File: config.mk
export PLATFORM = sky130hd
export DESIGN_NAME = supply_guard
export DESIGN_NICKNAME = d
export VERILOG_FILES = /design/src/rtl/supply_guard_pkg.sv /design/src/rtl/sg_flag_sync.sv /design/src/rtl/sg_recovery_timer.sv /design/src/rtl/sg_source_select.sv /design/src/rtl/supply_guard.sv
export SDC_FILE = /design/constraint.sdc
export NUM_CORES = 1
export LEC_CHECK = 0
export BUFFER_PORTS_ARGS = -buffer_cell sky130_fd_sc_hd__buf_4
export CAP_MARGIN = 20
export CORE_MARGIN = 1.5
export CORE_UTILIZATION = 46
export CTS_CLUSTER_DIAMETER = 30
export CTS_CLUSTER_SIZE = 14
export DETAILED_ROUTE_END_ITERATION = 8
export PLACE_DENSITY = 0.68
export SLEW_MARGIN = 15
export SYNTH_ARGS = -nofsm -noshare
export SYNTH_HDL_FRONTEND = slang
export SYNTH_SLANG_ARGS = --single-unit
export TNS_END_PERCENT = 5
File: constraint.sdc
create_clock -name clk -period 3.77 [get_ports clk]
set_input_delay 0.754 -clock clk [delete_from_list [all_inputs] [get_ports clk]]
set_output_delay 0.754 -clock clk [all_outputs]
set_load 0.02 [all_outputs]
File: src/rtl/supply_guard_pkg.sv
package supply_guard_pkg;
  typedef enum logic [1:0] {
    SRC_MAIN = 2'd0,
    SRC_PRI  = 2'd1,
    SRC_AUX  = 2'd2
  } src_t;

  localparam int unsigned FLAG_N     = 3;
  localparam int unsigned FLAG_TRIP  = 0;
  localparam int unsigned FLAG_BATT  = 1;
  localparam int unsigned FLAG_AUXHI = 2;
endpackage

File: src/rtl/sg_flag_sync.sv
// Two-stage synchronizer bank; each lane has its own reset value.
module sg_flag_sync #(
  parameter int unsigned        WIDTH   = 3,
  parameter logic [WIDTH-1:0]   RST_VAL = '0
) (
  input  logic             clk,
  input  logic             rst_n,
  input  logic [WIDTH-1:0] d_async,
  output logic [WIDTH-1:0] q_sync
);
  for (genvar g = 0; g < WIDTH; g++) begin : g_lane
    logic meta_q, sync_q;
    always_ff @(posedge clk or negedge rst_n) begin
      if (!rst_n) begin
        meta_q <= RST_VAL[g];
        sync_q <= RST_VAL[g];
      end else begin
        meta_q <= d_async[g];
        sync_q <= meta_q;
      end
    end
    assign q_sync[g] = sync_q;
  end
endmodule

File: src/rtl/sg_recovery_timer.sv
// Holds reset for RECOVER_TICKS enabled ticks after the fault clears.
module sg_recovery_timer #(
  parameter int unsigned RECOVER_TICKS = 100
) (
  input  logic clk,
  input  logic rst_n,
  input  logic fault,
  input  logic tick_en,
  output logic hold
);
  localparam int unsigned CNT_W = (RECOVER_TICKS < 2) ? 1 : $clog2(RECOVER_TICKS);
  localparam logic [CNT_W-1:0] LAST = CNT_W'(RECOVER_TICKS - 1);

  logic [CNT_W-1:0] cnt_q;
  logic             hold_q;

  always_ff @(posedge clk or negedge rst_n) begin
    if (!rst_n) begin
      cnt_q  <= '0;
      hold_q <= 1'b1;
    end else if (fault) begin
      cnt_q  <= '0;
      hold_q <= 1'b1;
    end else if (hold_q && tick_en) begin
      if (cnt_q == LAST) begin
        hold_q <= 1'b0;
        cnt_q  <= '0;
      end else begin
        cnt_q <= cnt_q + 1'b1;
      end
    end
  end

  assign hold = hold_q;
endmodule

File: src/rtl/sg_source_select.sv
// Battery only when main is below both trip level and larger battery.
module sg_source_select
  import supply_guard_pkg::*;
(
  input  logic below_trip,
  input  logic below_batt,
  input  logic aux_high,
  output src_t src
);
  always_comb begin
    if (below_trip && below_batt) src = aux_high ? SRC_AUX : SRC_PRI;
    else                          src = SRC_MAIN;
  end
endmodule

File: src/rtl/supply_guard.sv
module supply_guard
  import supply_guard_pkg::*;
#(
  parameter int unsigned RECOVER_TICKS = 100
) (
  input  logic       clk,
  input  logic       rst_n,
  input  logic       tick_en,
  input  logic       below_trip_raw,
  input  logic       below_batt_raw,
  input  logic       aux_high_raw,
  input  logic       ce_in_n,
  output logic       rst_out_n,
  output logic       ce_out_n,
  output logic       access_block,
  output logic [1:0] src_sel
);
  // Fail-safe reset values: trip and below-battery start asserted.
  localparam logic [FLAG_N-1:0] FLAG_RST = FLAG_N'(3'b011);

  logic [FLAG_N-1:0] raw_flags, sync_flags;
  logic              hold;
  logic              in_reset;
  src_t              src;

  assign raw_flags[FLAG_TRIP]  = below_trip_raw;
  assign raw_flags[FLAG_BATT]  = below_batt_raw;
  assign raw_flags[FLAG_AUXHI] = aux_high_raw;

  sg_flag_sync #(.WIDTH(FLAG_N), .RST_VAL(FLAG_RST)) u_sync (
    .clk     (clk),
    .rst_n   (rst_n),
    .d_async (raw_flags),
    .q_sync  (sync_flags)
  );

  sg_recovery_timer #(.RECOVER_TICKS(RECOVER_TICKS)) u_timer (
    .clk     (clk),
    .rst_n   (rst_n),
    .fault   (sync_flags[FLAG_TRIP]),
    .tick_en (tick_en),
    .hold    (hold)
  );

  sg_source_select u_src (
    .below_trip (sync_flags[FLAG_TRIP]),
    .below_batt (sync_flags[FLAG_BATT]),
    .aux_high   (sync_flags[FLAG_AUXHI]),
    .src        (src)
  );

  // Source select is forced to main while the supervisor itself is reset.
  assign in_reset     = !rst_n;
  assign access_block = sync_flags[FLAG_TRIP];
  assign rst_out_n    = !(sync_flags[FLAG_TRIP] || hold);
  assign ce_out_n     = sync_flags[FLAG_TRIP] ? 1'b1 : ce_in_n;
  assign src_sel      = in_reset ? SRC_MAIN : src;
endmodule

# == Yosys cells after proc, flatten, opt, wreduce, memory -nomap -nowiden ==
# Cells that the tools add are included.
# classes
n_reduce_logical,7
eq_ne,1
n_mux,10
n_addsub,1
# ops
cell,count
$mux W7,3
$add A7 B1 Y7 const B,1
$eq A7 B7 Y1 const B,1
$mux W2,3
$mux W1,4
$reduce_bool A2 Y1,2
$logic_and A1 B1 Y1,2
$reduce_and A2 Y1,1
$logic_not A1 Y1,1
$logic_or A1 B1 Y1,1
# word_totals
output_inout_bits,5
regBits,14

# == Longest topological paths before layout ==
# Gate-level depths: netlist (run 1).
# logic_depth
word_depth,4
depth_mapped,5
ltp_nobuf,5

# == Hierarchy ==
# Synthesis (run 1) repeated with hierarchy kept, for this count alone.
# unflattened
hier_cells,60
hier_area_um2,640.6
# by_module_without_submodules
mod,seq_area_each_um2,area_each_um2,instances,cells_per_inst
sg_recovery_timer,201.4,424.2,1,45
sg_flag_sync,155.1,177.7,1,9
supply_guard,0.0,22.5,1,4
sg_source_select,0.0,16.3,1,2

# == Worst setup path before layout (run 1) ==
# OpenSTA, ideal clock, no wires.
# synth_timing
path_type,register to output
from,register u_sync.g_lane[0].sync_q
to,output src_sel[0]
arrival_ps,1291
required_ps,3016
path_stages_with_launch,4
setup_slack_ps,1725
path_buffers,1
cell_sequence,dfstp_2 clkbuf_1 nand3_1 nor2_1
# synth_between
elab_chain_len,3
# synth_lines
element,line_no,source
"start, declared",sg_flag_sync.sv:12,"logic meta_q, sync_q;"
"start signal, assigned",sg_flag_sync.sv:16,sync_q <= RST_VAL[g];
"start signal, assigned",sg_flag_sync.sv:19,sync_q <= meta_q;
$logic_and A1 B1 Y1,sg_source_select.sv:11,if (below_trip && below_batt) src = aux_high ? SRC_AUX : SRC_PRI;
$mux W2,sg_source_select.sv:11,
$mux W2,supply_guard.sv:57,assign src_sel = in_reset ? SRC_MAIN : src;
"end, declared",supply_guard.sv:16,output logic [1:0] src_sel
# No other way between the ends.

# == Worst setup path after layout (run 1) ==
# layout_timing
from,input rst_n
to,output src_sel[0]
# layout_between
elab_chain_len,1
# layout_lines
element,line_no,source
"start, declared",supply_guard.sv:7,"input logic rst_n,"
$mux W2,supply_guard.sv:57,
# No other way between the ends.

==> results of run 1 <==
## final timing paths
check,endpoint,slack [ps],cells past startpoint
worst min register to register,u_sync.g_lane[2].sync_q,360,0
worst max-delay path,src_sel[0],1680,4
max in group asynchronous,u_sync.g_lane[1].meta_q,3220,1
worst max register to register,u_timer.cnt_q[5],2210,5
worst min-delay path,u_timer.cnt_q[6],300,1
min in group clk,u_sync.g_lane[2].sync_q,360,0
## worst reg2reg max path, delay by kind of cell (launching register included)
family / cells / cell delay, ps
adders and majority gates: 1 / 260
and+or+nand+nor: 3 / 550
AOI/OAI and AO/OA: 1 / 220
DFF: 1 / 420
## report_power, final
| part | internal [mW] | switching, mW |
|---|---|---|
| sequential | 0.157 | 0.00456 |
| combinational | 0.00936 | 0.0102 |
| clock | 0.0587 | 0.0490 |
## registers in the layout, summed over array words and instances, names as in the netlist
name / flops
u_timer.hold: 1
u_sync.g_lane.sync_q: 3
u_timer.cnt_q: 7
u_sync.g_lane.meta_q: 3
## logic make-up (layout without fill, tap and decap cells)
family / count (synthesis) / after routing
AND/OR/NAND/NOR: 29 / 29
buffers and inverters: 3 / 17
XOR/XNOR: 1 / 1
adder cells (fa/ha/maj): 1 / 1
flip-flops: 14 / 14
AO/OA/AOI/OAI: 10 / 10
## Yosys cell counts
| master | instances | area, um2 |
|---|---|---|
| a21o_2 | 1 | 8.760 |
| a21oi_1 | 6 | 30.03 |
| a31oi_1 | 1 | 6.260 |
| and2_4 | 1 | 8.760 |
| clkbuf_1 | 1 | 3.750 |
| dfrtp_1 | 9 | 225.2 |
| dfstp_2 | 5 | 131.4 |
| ha_1 | 1 | 12.51 |
| inv_1 | 2 | 7.510 |
| nand2_1 | 8 | 30.03 |
| nand2_4 | 1 | 11.26 |
| nand3_1 | 2 | 10.01 |
| nand4_1 | 2 | 12.51 |
| nand4b_1 | 1 | 8.760 |
| nor2_1 | 5 | 18.77 |
| nor3_1 | 3 | 15.01 |
| nor4_1 | 1 | 6.260 |
| o211a_1 | 1 | 10.01 |
| o21ai_0 | 1 | 5.000 |
| or2_2 | 1 | 6.260 |
| or3_1 | 4 | 25.02 |
| xor2_1 | 1 | 8.760 |
## through the flow
stage | cell area (um2) | setup WS (ps) | hold WS (ps) | total power, mW
finish | 734.5 | 1683 | 303.4 | 0.2885
floorplan | 601.8 | 1725 | 331.2 | 0.1718
global route | 734.5 | 1597 | 305.4 | 0.3005
CTS | 734.5 | 1656 | 300.0 | 0.2936
detailed placement | 698.2 | 1656 | 340.3 | 0.1841
global placement | 698.2 | 1690 | 334.7 | 0.1838
## area by class of cell
cell class,count,area (um2)
Clock buffer,4,36.28
Fill cell,94,421.7
Multi-Input combinational cell,41,234.0
Sequential cell,14,356.6
Tap cell,14,17.52
Inverter,2,7.507
Timing Repair Buffer,11,82.58
## metal layers
metal / vias up / share of wire
met1: 231 / 0.46
met3: 2 / 0.043
met4: 0 / 0.0090
met5: - / 0
li1: 231 / -
met2: 14 / 0.49
==> flow_summary.yaml, run 1 <==
grt:
  met2_usage: 0.3125
  antenna_found_initial: 0
  met1_usage: 0.2082
  use_met3: 0.03468
  grt_usage: 0.1858
  grt-busiest-layer: "met2"
  gr-total-overflow: 0
  grt_max_degree: 16
  grt_pass1_wl_um: 1807
  grt_pass1_vias: 448
routing:
  wire_per_inst_um: 12.93
  first_pass_iters: 4
  wl_um: 1112
  route.detailed.drc: 0
  ant_nets: 0
  vias_per_cell: 5.558
  initialDrtViolationCount: 9
  num_vias: 478
timing:
  final.setup.tns_ps: 0
  tightest_slew_ps: 459.0
  skew_ps: 7.242
  final-setup-viol-count: 0
  min_period_ps: 2087
  hold_viol: 0
  finalMaxSlewViolations: 0
  slew_headroom: 0.6917
  finalCritPeriodShare: 0.5535
  rsz0062_at_grt: "no"
  fmax_ghz: 0.4793
synth:
  synth-compound-area-share: 0.09979
  synth.area.mux_share: 0
  synth_xor_area_frac: 0.01455
  yosysWarningCount: 0
  synthAdderAreaFrac: 0.02079
  synthesis.nets: 66
  synth-simple-area-share: 0.2536
  synth-seq-cells: 14
  ys_types: 22
  synth_top_family_by_area: "simple AND/OR/NAND/NOR gates"
  syn_avg_cell_area_um2: 10.38
  synth_cells: 58
  ys_seq_area_frac: 0.5925
  synth_area_um2: 601.8
floorplanning:
  start_util: 0.5206
  pin_count: 12
  rows: 12
  dieHeight_um: 39.17
  dieArea_mm2: 0.001534
  design.core.area_mm2: 0.001156
  die_w_um: 39.17
critical_path:
  critPathArrivalTime_ps: 1330
  crit_fanout: 15
  crit_chain: "buf_4, nand3_1, nor2_1, buf_4"
  crit_required_ps: 3020
  path_buf_inv: 2
  crit_top_cell: "buf_4"
  path_class: "in -> out"
  cp-end-kind: "primary output"
  path_delay_family: "buffers and inverters"
  cp_slowest_stage_delay_ps: 200
  slowest_stage: "buf_4"
  r2r-start: "u_timer.cnt_q[0]"
  cp-start-kind: "input port"
  crit_path_start: "rst_n"
clock_tree:
  postCtsHoldBufs: 0
  cts_max_level: 1
  cts_buffer_depth: 2
  cts_resized: 0
  numCtsBuffers: 3
  clock_latency_ps: 280
  cts.clk_slew.worst_paths_ps: 90
  postCtsSetupBuffers: 0
  root_buffer: "clkbuf_4"
  tritoncts: "built"
  clkSinkCount: 14
power:
  power.density_mw_per_mm2: 392.8
  ir_drop_v: 0.0002283
  leakage_nw: 0.3527
run:
  drv_cap: 0
cells_and_area:
  layout_commonest_cell: "buf_4"
  fin_util: 0.6353
  layout.cells.non_filler: 86
  syn2layout_area_growth_pct: 22.04
  final_nets: 81
  mostFrequentLayoutCells: "buf_4 (11), dfrtp_1 (9), nand2_1 (8), a21oi_1 (6)"
  n_antenna_cell: 0
  drive_above_1_share: 0.3333
status:
  outcome: "complete, no violations"
worst_hold_path:
  hold_path_class: "in -> async"
placement:
  hpwlAfterDp_um: 780.6
  portBuffers: 11
  gp_congestion: 0.7175
  dp.cells: 82
Power figures use the tool's default switching activity.
==> inputs of run 2 (changes only) <==
==> constraint.sdc (replaced) <==
create_clock -name clk -period 2.1 [get_ports clk]
set_input_delay 0.42 -clock clk [delete_from_list [all_inputs] [get_ports clk]]
set_output_delay 0.42 -clock clk [all_outputs]
set_load 0.02 [all_outputs]
==> flow_summary.yaml, run 2 (synthesized netlist as in run 1, its figures left out) <==
placement:
  portBuffers: 11
  gp_congestion: 0.7217
  placed_area_um2: 698.2
  dp_slack_ps: 659.2
  dp.cells: 82
  hpwlAfterDp_um: 703.2
grt:
  grt_pass1_wl_um: 1690
  met1_usage: 0.2164
  grt_pass1_vias: 402
  met2_usage: 0.2667
  antenna_found_initial: 0
  grt_max_degree: 16
  grt_usage: 0.1677
  gr-total-overflow: 0
  grt-busiest-layer: "met2"
  use_met3: 0.05202
clock_tree:
  clock_latency_ps: 270
  cts_buffer_depth: 2
  cts.clk_slew.worst_paths_ps: 80
  root_buffer: "clkbuf_4"
  tritoncts: "built"
  numCtsBuffers: 3
  clkSinkCount: 14
  cts_max_level: 1
  postCtsSetupBuffers: 0
  cts_resized: 0
cells_and_area:
  drive_above_1_share: 0.3288
  biggestRegsByFlops: "u_timer.cnt_q: 7 flops, u_sync.g_lane.meta_q: 3 flops, u_sync.g_lane.sync_q: 3 flops"
  final_nets: 82
  syn2layout_area_growth_pct: 23.70
  layout.cells.non_filler: 87
  mostFrequentLayoutCells: "buf_4 (11), dfrtp_1 (9), nand2_1 (8), a21oi_1 (6)"
  layout_commonest_cell: "buf_4"
  fin_util: 0.6439
  largest_register_ffs: 7
  regMostFlops: "u_timer.cnt_q"
  n_antenna_cell: 0
  design_area_um2: 744.5
timing:
  final-setup-viol-count: 0
  holdWs_ps: 255.1
  hold_viol: 0
  finalCritPeriodShare: 0.9349
  worst_slack_ps: 136.7
  rsz0062_at_grt: "no"
  min_period_ps: 1963
  tightest_slew_ps: 393.1
  fmax_ghz: 0.5094
  final.setup.tns_ps: 0
  skew_ps: 5.527
  finalMaxSlewViolations: 0
  slew_headroom: 0.7359
routing:
  vias_per_cell: 5.207
  wl_um: 954
  first_pass_iters: 4
  num_vias: 453
  initialDrtViolationCount: 16
  wire_per_inst_um: 10.97
  ant_nets: 0
  route.detailed.drc: 0
floorplanning:
  pin_count: 12
  design.core.area_mm2: 0.001156
  dieArea_mm2: 0.001534
  start_util: 0.5206
  dieHeight_um: 39.17
  die_w_um: 39.17
  rows: 12
critical_path:
  path_class: "in -> out"
  crit_required_ps: 1680
  critPathArrivalTime_ps: 1540
  crit_fanout: 15
  slowest_stage: "dlygate4sd3_1"
  crit_chain: "dlygate4sd3_1, buf_4, nand3_1, nor2_1, buf_4"
  crit_top_cell: "buf_4"
  r2r-start: "u_timer.cnt_q[0]"
  cp-end-kind: "primary output"
  ff2ff_path_depth: 5
  crit_path_start: "rst_n"
  cp_slowest_stage_delay_ps: 520
  cp-start-kind: "input port"
worst_hold_path:
  hold_start: "below_batt_raw"
  hold_path_class: "in -> reg"
  min_path_cells: 1
power:
  leakage_nw: 0.3569
  ir_drop_v: 0.0004624
  power.density_mw_per_mm2: 687.1
  total_power_mw: 0.5116
status:
  outcome: "complete, no violations"
run:
  drv_cap: 0
-- run 2: worst max-delay path, delay by kind of cell --
family                 cells  cell delay (ps)
and+or+nand+nor            2              230
buffers and inverters      3              880
-- run 2: area by class of cell --
cell class	count	area (um2)
Tap cell	14	17.52
Clock buffer	4	36.28
Fill cell	93	411.6
Timing Repair Buffer	12	92.59
Sequential cell	14	356.6
Multi-Input combinational cell	41	234.0
Inverter	2	7.507
-- run 2: per-layer routing --
metal | up-vias | wire length (um) | share of wire
met5 | - | 0 | 0
met4 | 0 | 0 | 0
met3 | 0 | 49 | 0.051
met2 | 8 | 436 | 0.46
met1 | 213 | 469 | 0.49
li1 | 232 | - | -
-- run 2: path summary, 6_finish.rpt --
check                      slack [ps]                      end
setup / recovery                  140               src_sel[0]
setup reg to reg                  640         u_timer.cnt_q[5]
hold reg to reg                   360  u_sync.g_lane[2].sync_q
hold / removal                    260  u_sync.g_lane[1].meta_q
max in group asynchronous        1330  u_sync.g_lane[0].sync_q
min in group asynchronous         520         u_timer.cnt_q[6]
-- run 2: report_power, final --
part           switching (mW)  internal, mW  total [mW]
sequential            0.00781         0.281       0.289
combinational          0.0186        0.0181      0.0367
clock                  0.0805         0.105       0.186
-- run 2: what timing repair did --
action / 4_1_cts / 5_1_grt
hold buffers: 1 / 0
endpoints found under the hold margin: 9 / 0
setup endpoints to repair: 0 / 0
==> inputs of run 3 (changes only) <==
--- a/config.mk
+++ b/config.mk
@@ -5,6 +5,7 @@
 export SDC_FILE = /design/constraint.sdc
 export NUM_CORES = 1
 export LEC_CHECK = 0
+export ABC_CLOCK_PERIOD_IN_PS = 2100
 export BUFFER_PORTS_ARGS = -buffer_cell sky130_fd_sc_hd__buf_4
 export CAP_MARGIN = 20
 export CORE_MARGIN = 1.5
@@ -13,6 +14,8 @@
 export CTS_CLUSTER_SIZE = 14
 export DETAILED_ROUTE_END_ITERATION = 8
 export PLACE_DENSITY = 0.68
+export REMOVE_ABC_BUFFERS = 1
+export SETUP_SLACK_MARGIN = 0.15
 export SLEW_MARGIN = 15
 export SYNTH_ARGS = -nofsm -noshare
 export SYNTH_HDL_FRONTEND = slang
==> flow_summary.yaml, run 3 (synthesized netlist as in run 1, its figures left out) <==
clock_tree:
  cts_buffer_depth: 2
  cts_max_level: 1
  cts.clk_slew.worst_paths_ps: 90
  postCtsSetupBuffers: 0
  clkSinkCount: 14
  tritoncts: "built"
  clock_latency_ps: 290
  cts_resized: 0
  numCtsBuffers: 3
  root_buffer: "clkbuf_4"
  postCtsHoldBufs: 1
floorplanning:
  dieHeight_um: 39.17
  die_w_um: 39.17
  start_util: 0.5206
  rows: 12
  pin_count: 12
  dieArea_mm2: 0.001534
  design.core.area_mm2: 0.001156
timing:
  finalMaxSlewViolations: 0
  min_period_ps: 1741
  tightest_slew_ps: 419.5
  hold_viol: 0
  finalCritPeriodShare: 0.8293
  final.setup.tns_ps: 0
  slew_headroom: 0.7182
  fmax_ghz: 0.5742
  worst_slack_ps: 358.6
  final-setup-viol-count: 0
  skew_ps: 2.807
  rsz0062_at_grt: "no"
cells_and_area:
  mostFrequentLayoutCells: "buf_4 (11), dfrtp_1 (9), nand2_1 (8), a21oi_1 (6)"
  largest_register_ffs: 7
  final_nets: 82
  syn2layout_area_growth_pct: 23.70
  layout_commonest_cell: "buf_4"
  n_antenna_cell: 0
  fin_util: 0.6439
  drive_above_1_share: 0.3288
  fillers: 103
  biggestRegsByFlops: "u_timer.cnt_q: 7 flops, u_sync.g_lane.meta_q: 3 flops, u_sync.g_lane.sync_q: 3 flops"
  regMostFlops: "u_timer.cnt_q"
  design_area_um2: 744.5
routing:
  first_pass_iters: 4
  wire_per_inst_um: 13.39
  vias_per_cell: 5.540
  route.detailed.drc: 0
  initialDrtViolationCount: 13
  num_vias: 482
  wl_um: 1165
  ant_nets: 0
critical_path:
  r2r_slack_ps: 570
  critPathArrivalTime_ps: 1320
  r2r-start: "u_timer.cnt_q[0]"
  crit_required_ps: 1680
  r2r_end: "u_timer.cnt_q[6]"
  path_class: "reg -> out"
  crit_fanout: 12
  ff2ff_path_depth: 5
  cp-start-kind: "flop"
  cp-end-kind: "primary output"
run:
  drv_cap: 0
placement:
  portBuffers: 11
  dp_slack_ps: 598.0
  gp_congestion: 0.7698
  hpwlAfterDp_um: 799.3
  placed_area_um2: 698.2
power:
  leakage_nw: 0.3569
  power.density_mw_per_mm2: 706.3
  ir_drop_v: 0.0004882
worst_hold_path:
  hold_path_class: "in -> async"
grt:
  grt_usage: 0.1876
  grt_pass1_vias: 411
  grt_max_degree: 13
  grt_pass1_wl_um: 1835
  antenna_found_initial: 0
  gr-total-overflow: 0
status:
  outcome: "complete, no violations"
==> run 3: cell counts in the layout (fill, tap and decap cells not counted) <==
No cell type changed its count.
==> run 3: worst max path at each step <==
stage                            startpoint                to  slack [ps]
global placement    u_sync.g_lane[0].sync_q        src_sel[1]         670
CTS                 u_sync.g_lane[0].sync_q        src_sel[1]         340
floorplan           u_sync.g_lane[0].sync_q        src_sel[0]         610
detailed placement         u_timer.cnt_q[0]  u_timer.cnt_q[6]         600
global route        u_sync.g_lane[0].sync_q        src_sel[0]         260
finish              u_sync.g_lane[0].sync_q        src_sel[1]         360
==> run 3: worst max-delay path, cell delays in order, from the launching register on <==
cell and delay [ps]:
dfstp_2 670, nand3_1 130, nor2_1 100, buf_4 150
==> run 3: cell type report <==
type	count	area [um2]	share of cell area
Clock buffer	4	36.28	0.04874
Inverter	2	7.507	0.01008
Multi-Input combinational cell	41	234.0	0.3143
Tap cell	14	17.52	0.02353
Sequential cell	14	356.6	0.4790
Timing Repair Buffer	12	92.59	0.1244
==> run 3: routing by layer <==
| metal | part of all wire | track usage | vias to the layer above |
|---|---|---|---|
| met5 | 0 | 0 | - |
| met1 | 0.46 | 0.2463 | 227 |
| met2 | 0.46 | 0.2875 | 19 |
| met4 | 0.020 | 0.07759 | 0 |
| li1 | - | - | 234 |
| met3 | 0.061 | 0.05202 | 2 |
==> run 3: power breakdown <==
group,leakage [nW],internal (mW),switching [mW]
Combinational,0.164,0.0184,0.0195
Clock,0.0210,0.106,0.0922
Sequential,0.172,0.281,0.00865
==> run 3: stage by stage <==
step / instances / power [mW] / hold slack, ps
6_report: 87 / 0.5258 / 105.5
4_1_cts: 87 / 0.5273 / 110.3
2_1_floorplan: 57 / 0.3079 / 124.4
5_1_grt: 87 / 0.5441 / 109.4
3_5_place_dp: 82 / 0.3320 / 283.2
3_3_place_gp: 82 / 0.3304 / 280.3
